**src/rtl/dref_pkg.sv**
```systemverilog
package dref_pkg;
    localparam int CNT_W = 8;
    localparam int DIV_W = 12;
    localparam int SEL_W = 3;

    localparam logic [1:0] ADDR_CTRL  = 2'd0;
    localparam logic [1:0] ADDR_CMP   = 2'd1;
    localparam logic [1:0] ADDR_CNT   = 2'd2;
    localparam logic [1:0] ADDR_SPACE = 2'd3;

    typedef enum logic [2:0] {
        ST_IDLE,
        ST_PEND,
        ST_CAS_LEAD,
        ST_BOTH_A,
        ST_BOTH_B,
        ST_PRECH,
        ST_SR_CAS,
        ST_SR_HOLD
    } dref_state_e;
endpackage

```
**src/rtl/dref_prescaler.sv**
```systemverilog
module dref_prescaler #(
    parameter int DIV_W = 12,
    parameter int SEL_W = 3
) (
    input  logic             clk,
    input  logic             rst_n,
    input  logic [SEL_W-1:0] sel,
    input  logic             restart,
    output logic             tick
);
    logic [DIV_W-1:0] div_q;
    logic [DIV_W-1:0] mask;

    // Low-bit masks give divide ratios 2, 8, 32, 128, 512, 2048, 4096.
    always_comb begin
        unique case (sel)
            3'd1:    mask = DIV_W'(12'h001);
            3'd2:    mask = DIV_W'(12'h007);
            3'd3:    mask = DIV_W'(12'h01F);
            3'd4:    mask = DIV_W'(12'h07F);
            3'd5:    mask = DIV_W'(12'h1FF);
            3'd6:    mask = DIV_W'(12'h7FF);
            3'd7:    mask = DIV_W'(12'hFFF);
            default: mask = '0;
        endcase
    end

    always_ff @(posedge clk or negedge rst_n) begin
        if (!rst_n)                        div_q <= '0;
        else if (restart || sel == '0)     div_q <= '0;
        else                               div_q <= div_q + 1'b1;
    end

    assign tick = (sel != '0) && !restart && ((div_q & mask) == mask);
endmodule

```
**src/rtl/dref_counter.sv**
```systemverilog
module dref_counter #(
    parameter int CNT_W = 8
) (
    input  logic             clk,
    input  logic             rst_n,
    input  logic             tick,
    input  logic             hold,
    input  logic             clear,
    input  logic             ld_we,
    input  logic [CNT_W-1:0] ld_val,
    input  logic [CNT_W-1:0] cmp,
    output logic [CNT_W-1:0] cnt,
    output logic             match
);
    logic advance;

    assign advance = tick && !hold && !clear && !ld_we;
    assign match   = advance && (cnt == cmp);

    always_ff @(posedge clk or negedge rst_n) begin
        if (!rst_n)       cnt <= '0;
        else if (ld_we)   cnt <= ld_val;
        else if (clear)   cnt <= '0;
        else if (match)   cnt <= '0;
        else if (advance) cnt <= cnt + 1'b1;
    end
endmodule

```
**src/rtl/dref_fsm.sv**
```systemverilog
module dref_fsm
    import dref_pkg::*;
(
    input  logic clk,
    input  logic rst_n,
    input  logic active,
    input  logic match,
    input  logic dram_busy,
    input  logic standby,
    input  logic hold_mode,
    output logic ras_n,
    output logic cas_n,
    output logic refresh_req,
    output logic ext_hold,
    output logic dram_block,
    output logic overrun,
    output logic in_self,
    output logic sr_exit
);
    dref_state_e state_q, state_d;
    logic        busy_cycle;

    always_ff @(posedge clk or negedge rst_n) begin
        if (!rst_n) state_q <= ST_IDLE;
        else        state_q <= state_d;
    end

    always_comb begin
        state_d = state_q;
        unique case (state_q)
            ST_IDLE: begin
                if (active && standby && !dram_busy) state_d = ST_SR_CAS;
                else if (active && match)            state_d = ST_PEND;
            end
            ST_PEND: begin
                if (!active)        state_d = ST_IDLE;
                else if (!dram_busy) state_d = ST_CAS_LEAD;
            end
            ST_CAS_LEAD: state_d = ST_BOTH_A;
            ST_BOTH_A:   state_d = ST_BOTH_B;
            ST_BOTH_B:   state_d = ST_PRECH;
            ST_PRECH:    state_d = ST_IDLE;
            ST_SR_CAS:   state_d = ST_SR_HOLD;
            ST_SR_HOLD:  if (!standby) state_d = ST_IDLE;
            default:     state_d = ST_IDLE;
        endcase
    end

    always_comb begin
        ras_n       = 1'b1;
        cas_n       = 1'b1;
        refresh_req = 1'b0;
        ext_hold    = 1'b0;
        dram_block  = 1'b0;
        in_self     = 1'b0;
        busy_cycle  = 1'b0;
        unique case (state_q)
            ST_IDLE: ;
            ST_PEND: begin
                refresh_req = 1'b1;
                busy_cycle  = 1'b1;
            end
            ST_CAS_LEAD: begin
                cas_n      = 1'b0;
                ext_hold   = hold_mode;
                dram_block = 1'b1;
                busy_cycle = 1'b1;
            end
            ST_BOTH_A, ST_BOTH_B: begin
                cas_n      = 1'b0;
                ras_n      = 1'b0;
                ext_hold   = hold_mode;
                dram_block = 1'b1;
                busy_cycle = 1'b1;
            end
            ST_PRECH: begin
                dram_block = 1'b1;
                busy_cycle = 1'b1;
            end
            ST_SR_CAS: begin
                cas_n      = 1'b0;
                dram_block = 1'b1;
                in_self    = 1'b1;
            end
            ST_SR_HOLD: begin
                cas_n      = 1'b0;
                ras_n      = 1'b0;
                dram_block = 1'b1;
                in_self    = 1'b1;
            end
            default: ;
        endcase
    end

    assign sr_exit = (state_q == ST_SR_HOLD) && !standby;

    always_ff @(posedge clk or negedge rst_n) begin
        if (!rst_n)                             overrun <= 1'b0;
        else if (active && match && busy_cycle) overrun <= 1'b1;
    end
endmodule

```
**src/rtl/dram_refresh_ctrl.sv**
```systemverilog
module dram_refresh_ctrl
    import dref_pkg::*;
(
    input  logic             clk,
    input  logic             rst_n,
    input  logic             cfg_we,
    input  logic [1:0]       cfg_addr,
    input  logic [7:0]       cfg_wdata,
    input  logic             dram_busy,
    input  logic             standby,
    output logic             ras_n,
    output logic             cas_n,
    output logic             refresh_req,
    output logic             ext_hold,
    output logic             dram_block,
    output logic             overrun,
    output logic [CNT_W-1:0] count_out
);
    logic             en_q;
    logic             hold_mode_q;
    logic [SEL_W-1:0] sel_q;
    logic [CNT_W-1:0] cmp_q;
    logic [2:0]       space_q;
    logic             ctrl_wr, cnt_wr;
    logic             tick, match, in_self, sr_exit, active;

    assign ctrl_wr = cfg_we && (cfg_addr == ADDR_CTRL);
    assign cnt_wr  = cfg_we && (cfg_addr == ADDR_CNT);
    assign active  = en_q && (space_q != 3'b000);

    always_ff @(posedge clk or negedge rst_n) begin
        if (!rst_n) begin
            en_q        <= 1'b0;
            hold_mode_q <= 1'b0;
            sel_q       <= '0;
            cmp_q       <= '0;
            space_q     <= '0;
        end else if (cfg_we) begin
            unique case (cfg_addr)
                ADDR_CTRL: begin
                    en_q        <= cfg_wdata[0];
                    hold_mode_q <= cfg_wdata[1];
                    sel_q       <= cfg_wdata[4:2];
                end
                ADDR_CMP:   cmp_q   <= cfg_wdata[CNT_W-1:0];
                ADDR_SPACE: space_q <= cfg_wdata[2:0];
                default: ;
            endcase
        end
    end

    dref_prescaler #(.DIV_W(DIV_W), .SEL_W(SEL_W)) u_presc (
        .clk     (clk),
        .rst_n   (rst_n),
        .sel     (sel_q),
        .restart (ctrl_wr || sr_exit || in_self),
        .tick    (tick)
    );

    dref_counter #(.CNT_W(CNT_W)) u_cnt (
        .clk    (clk),
        .rst_n  (rst_n),
        .tick   (tick),
        .hold   (in_self),
        .clear  (sr_exit),
        .ld_we  (cnt_wr),
        .ld_val (cfg_wdata[CNT_W-1:0]),
        .cmp    (cmp_q),
        .cnt    (count_out),
        .match  (match)
    );

    dref_fsm u_fsm (
        .clk         (clk),
        .rst_n       (rst_n),
        .active      (active),
        .match       (match),
        .dram_busy   (dram_busy),
        .standby     (standby),
        .hold_mode   (hold_mode_q),
        .ras_n       (ras_n),
        .cas_n       (cas_n),
        .refresh_req (refresh_req),
        .ext_hold    (ext_hold),
        .dram_block  (dram_block),
        .overrun     (overrun),
        .in_self     (in_self),
        .sr_exit     (sr_exit)
    );
endmodule

```
**config.mk**
```make
export PLATFORM = sky130hd
export DESIGN_NAME = dram_refresh_ctrl
export DESIGN_NICKNAME = d
export VERILOG_FILES = /design/src/rtl/dref_pkg.sv /design/src/rtl/dref_prescaler.sv /design/src/rtl/dref_counter.sv /design/src/rtl/dref_fsm.sv /design/src/rtl/dram_refresh_ctrl.sv
export SDC_FILE = /design/constraint.sdc
export NUM_CORES = 1
export LEC_CHECK = 0
export BUFFER_PORTS_ARGS = -buffer_cell sky130_fd_sc_hd__buf_2
export CAP_MARGIN = 20
export CORE_ASPECT_RATIO = 2
export CORE_MARGIN = 2
export CORE_UTILIZATION = 25
export CTS_CLUSTER_SIZE = 40
export DETAILED_ROUTE_END_ITERATION = 10
export PLACE_DENSITY = 0.5
export SYNTH_ARGS = -nofsm -noshare
export SYNTH_HDL_FRONTEND = slang
export SYNTH_HIERARCHICAL = 1
export SYNTH_SLANG_ARGS = --single-unit
```
**constraint.sdc**
```tcl
create_clock -name clk -period 2.15 [get_ports clk]
set_input_delay 0.43 -clock clk [delete_from_list [all_inputs] [get_ports clk]]
set_output_delay 0.43 -clock clk [all_outputs]
set_load 0.02 [all_outputs]
```
==> metrics.txt <==
status=complete, but fails checks; failing checks=negative setup slack; Min-Delay Path Class=primary input to asynchronous set/reset pin; Final #Nets=between 200 and 300; number of synthesized flops with an enable pin=0; syn_nets=~240; CTS Buf Count=5; largest net degree at the start of global routing=41; relative slew slack=approximately 64%; PD cells=around 1100 nW/um2; crit path max fanout=4; Seq/Total Area, Yosys=a little under half; Reg2Reg Setup Slack=-0.21 ns; Power, Total=3260 uW; Final Slew Violations=0; Pleak=about 0.0013 uW; area delta synth->final=33.8%; Ports=29; dpl cells=roughly 370; Critical Path End Type=flop; slowest CP cell=dfrtp_1; die area=around 9500 um2; CP delay by family, top=simple AND/OR/NAND/NOR gates; final setup violation count=10; most frequent CP cell=nand4_1; number of cells on the critical path=12; drt wl/cell=approximately 16 um; # diodes=0; Clock transition at path regs=about 0.060 ns; Initial DRT Pass Iterations=4; largest stage delay on the critical path=~0.41 ns; Mapped Area=2180 um2; Sink Count=40; port buffer count=28; initial antenna violation count=0; DRC Markers=0; metal3 WL=approximately 160 um; layout cells sized above 1=37.3%; CP Class=flop to flop; post-detail-place hpwl=4600 um; GP Congestion=about 0.94; Final Hold Vio Count=0; CTS tree=built; DR iter-0 viols=43; top sig layer=met4; DRT Wirelength=5930 um; Antenna Nets Post-Route=0; Metal-1 WL=slightly above 2000 um; Via density=4.94; cts hold-fix bufs=0; Clock Root Buffer=clkbuf_16; WP buf/inv=2; fin crit share=110%; worst vdd ir=332 uV; Die X=roughly 70 um; Clock Tree Buf Depth=2; setup TNS=-1.72 ns; FILL cells=~900; max-cap violation count=0; ys async rst share=100%; vias post-DR=approximately 1900; Synth cell types=between 40 and 50; die height=136 um; crit-path cells=nand2_4 -> inv_2 -> or3_4 -> nor2_4 -> nand4_1 -> a221oi_2 -> nand2b_1 -> nor3_2 -> buf_4 -> nand4_1 -> a21oi_1 -> a211oi_1; vias in the first global route=a little over 2000; Primary FF master, synth=dfrtp_1; Final Core Density=34.0%; slew of the pin with the lowest slew margin=0.535 ns; Setup Skew=0.00654 ns; Final min period=2.36 ns; core area=approximately 8600 um2; GRT Overall Usage=between 10% and 20%; crit path DAT=about 2.5 ns; Overflow after GRT=0; unrepaired setup endpoints after global routing=true; Initial Util=roughly a quarter; Avg Inst Size Synth=~9.9 um2; first-pass GRT wire length=9650 um; Worst R2R Path Depth=12; insertion delay to the later sink of the worst-skew pair=about 0.28 ns; met2 routed WL=3500 um; htree depth=2; Synth Instances=220; flops & latches, synth=40; row cnt=between 40 and 50; CP Launch Type=flop; Final Instance Area=between 2000 and 3000 um2; CP required=between 2 and 2.5 ns; post-route worst setup slack=-0.215 ns; Syn. warnings=6; maximum clock rate=around 420 MHz; fin cells=379; DP Area=roughly 2600 um2
kinds of logic after synthesis:
group | synth area share, %
compound gates | 11.1
mux | 8.25
fa+ha+maj | 1.15
flops | 45.8
simple gates | 24.8
buf+inv | 2.12
xor+xnor | 6.82
sequential cells by signal (all words and copies together) (netlist names):
register,count
u_cnt/cnt,8
u_fsm/overrun,1
u_fsm/state_q,3
space_q,3
cmp_q,8
hold_mode_q,1
en_q,1
u_presc/div_q,12
sel_q,3
synthesized netlist by cell type, types with 2 or more instances:
cell type  count  area share [%]
a21oi_1       12             2.8
a22oi_1        2            0.69
a31oi_1        2            0.57
and2_1         2            0.57
and3_1         3            0.86
and4_1         2            0.80
buf_2          4            0.92
dfrtp_1       40              46
ha_1           2             1.1
inv_1          3            0.52
mux2_2        16             8.3
nand2_1       25             4.3
nand3_1       15             3.4
nand4_1        7             2.0
nor2_1        18             3.1
nor2b_1        4             1.1
nor3_1         8             1.8
o211ai_1       3             1.0
o21ai_0        7             1.6
o21ai_1        2            0.46
or3_1          2            0.57
xnor2_1        4             1.6
xor2_1        13             5.2
worst reg2reg max path, cell delays in order (launching register included):
cell	delay, ns
dfrtp_1	0.41
nand2_4	0.12
inv_2	0.05
or3_4	0.39
nor2_4	0.09
nand4_1	0.11
a221oi_2	0.24
nand2b_1	0.16
nor3_2	0.20
buf_4	0.14
nand4_1	0.11
a21oi_1	0.18
a211oi_1	0.06
through the flow:
| step | setup slack [ns] | hold WS (ns) |
|---|---|---|
| 2_1_floorplan | -0.0799 | 0.134 |
| 6_report | -0.215 | 0.196 |
| 3_3_place_gp | -0.203 | 0.490 |
| 4_1_cts | -0.241 | 0.221 |
| 5_1_grt | -0.392 | 0.256 |
| 3_5_place_dp | -0.287 | 0.481 |
report_power, final:
group	switching, uW	internal (uW)	leakage [uW]
registers	191	916	0.000505
logic	696	508	0.000722
clock network	290	658	0.0000899
per-layer routing:
layer,global-route usage (%),up-vias
li1,-,911
met1,11.6,911
met2,26.5,36
met3,2.08,13
met4,8.12,0
met5,0,-
final cells by class:
type	count	area, um2	area share (%)
clock buffers	5	125	4.28
clock inverters	2	60.1	2.06
inverters	4	15.0	0.514
multi-input cells	171	1230	42.2
flip-flops and latches	40	1000	34.3
well taps	100	125	4.28
repair buffers	57	362	12.4
cell usage in the layout, fill, tap and decap left out, drive strengths merged, types with 2 or more instances in the layout:
cell type / Yosys / final
a21oi: 12 / 12
a22oi: 2 / 2
a31oi: 2 / 2
and2: 2 / 2
and3: 3 / 3
and4: 3 / 3
buf: 5 / 57
bufinv: 0 / 2
clkbuf: 0 / 5
dfrtp: 40 / 40
ha: 2 / 2
inv: 4 / 4
mux2: 16 / 16
nand2: 25 / 25
nand3: 15 / 15
nand3b: 2 / 2
nand4: 8 / 8
nor2: 19 / 19
nor2b: 4 / 4
nor3: 9 / 9
o211ai: 3 / 3
o21ai: 9 / 9
or2: 2 / 2
or3: 2 / 2
xnor2: 4 / 4
xor2: 13 / 13
worst paths after layout:
kind	startpoint	to
max	u_fsm/state_q[1]	u_cnt/cnt[7]
min	rst_n	u_presc/div_q[9]
max reg2reg	u_fsm/state_q[1]	u_cnt/cnt[7]
min reg2reg	u_fsm/overrun	u_fsm/overrun
max in group asynchronous	rst_n	u_fsm/state_q[1]
min in group clk	cfg_wdata[6]	cmp_q[6]
repair_timing:
item | CTS | global route
resized for setup | 4 | 15
pin swaps | 1 | 9
endpoints found under the setup margin | 10 | 10
setup buffers | 2 | 2
No activity file was read; power rests on OpenSTA's default activity.
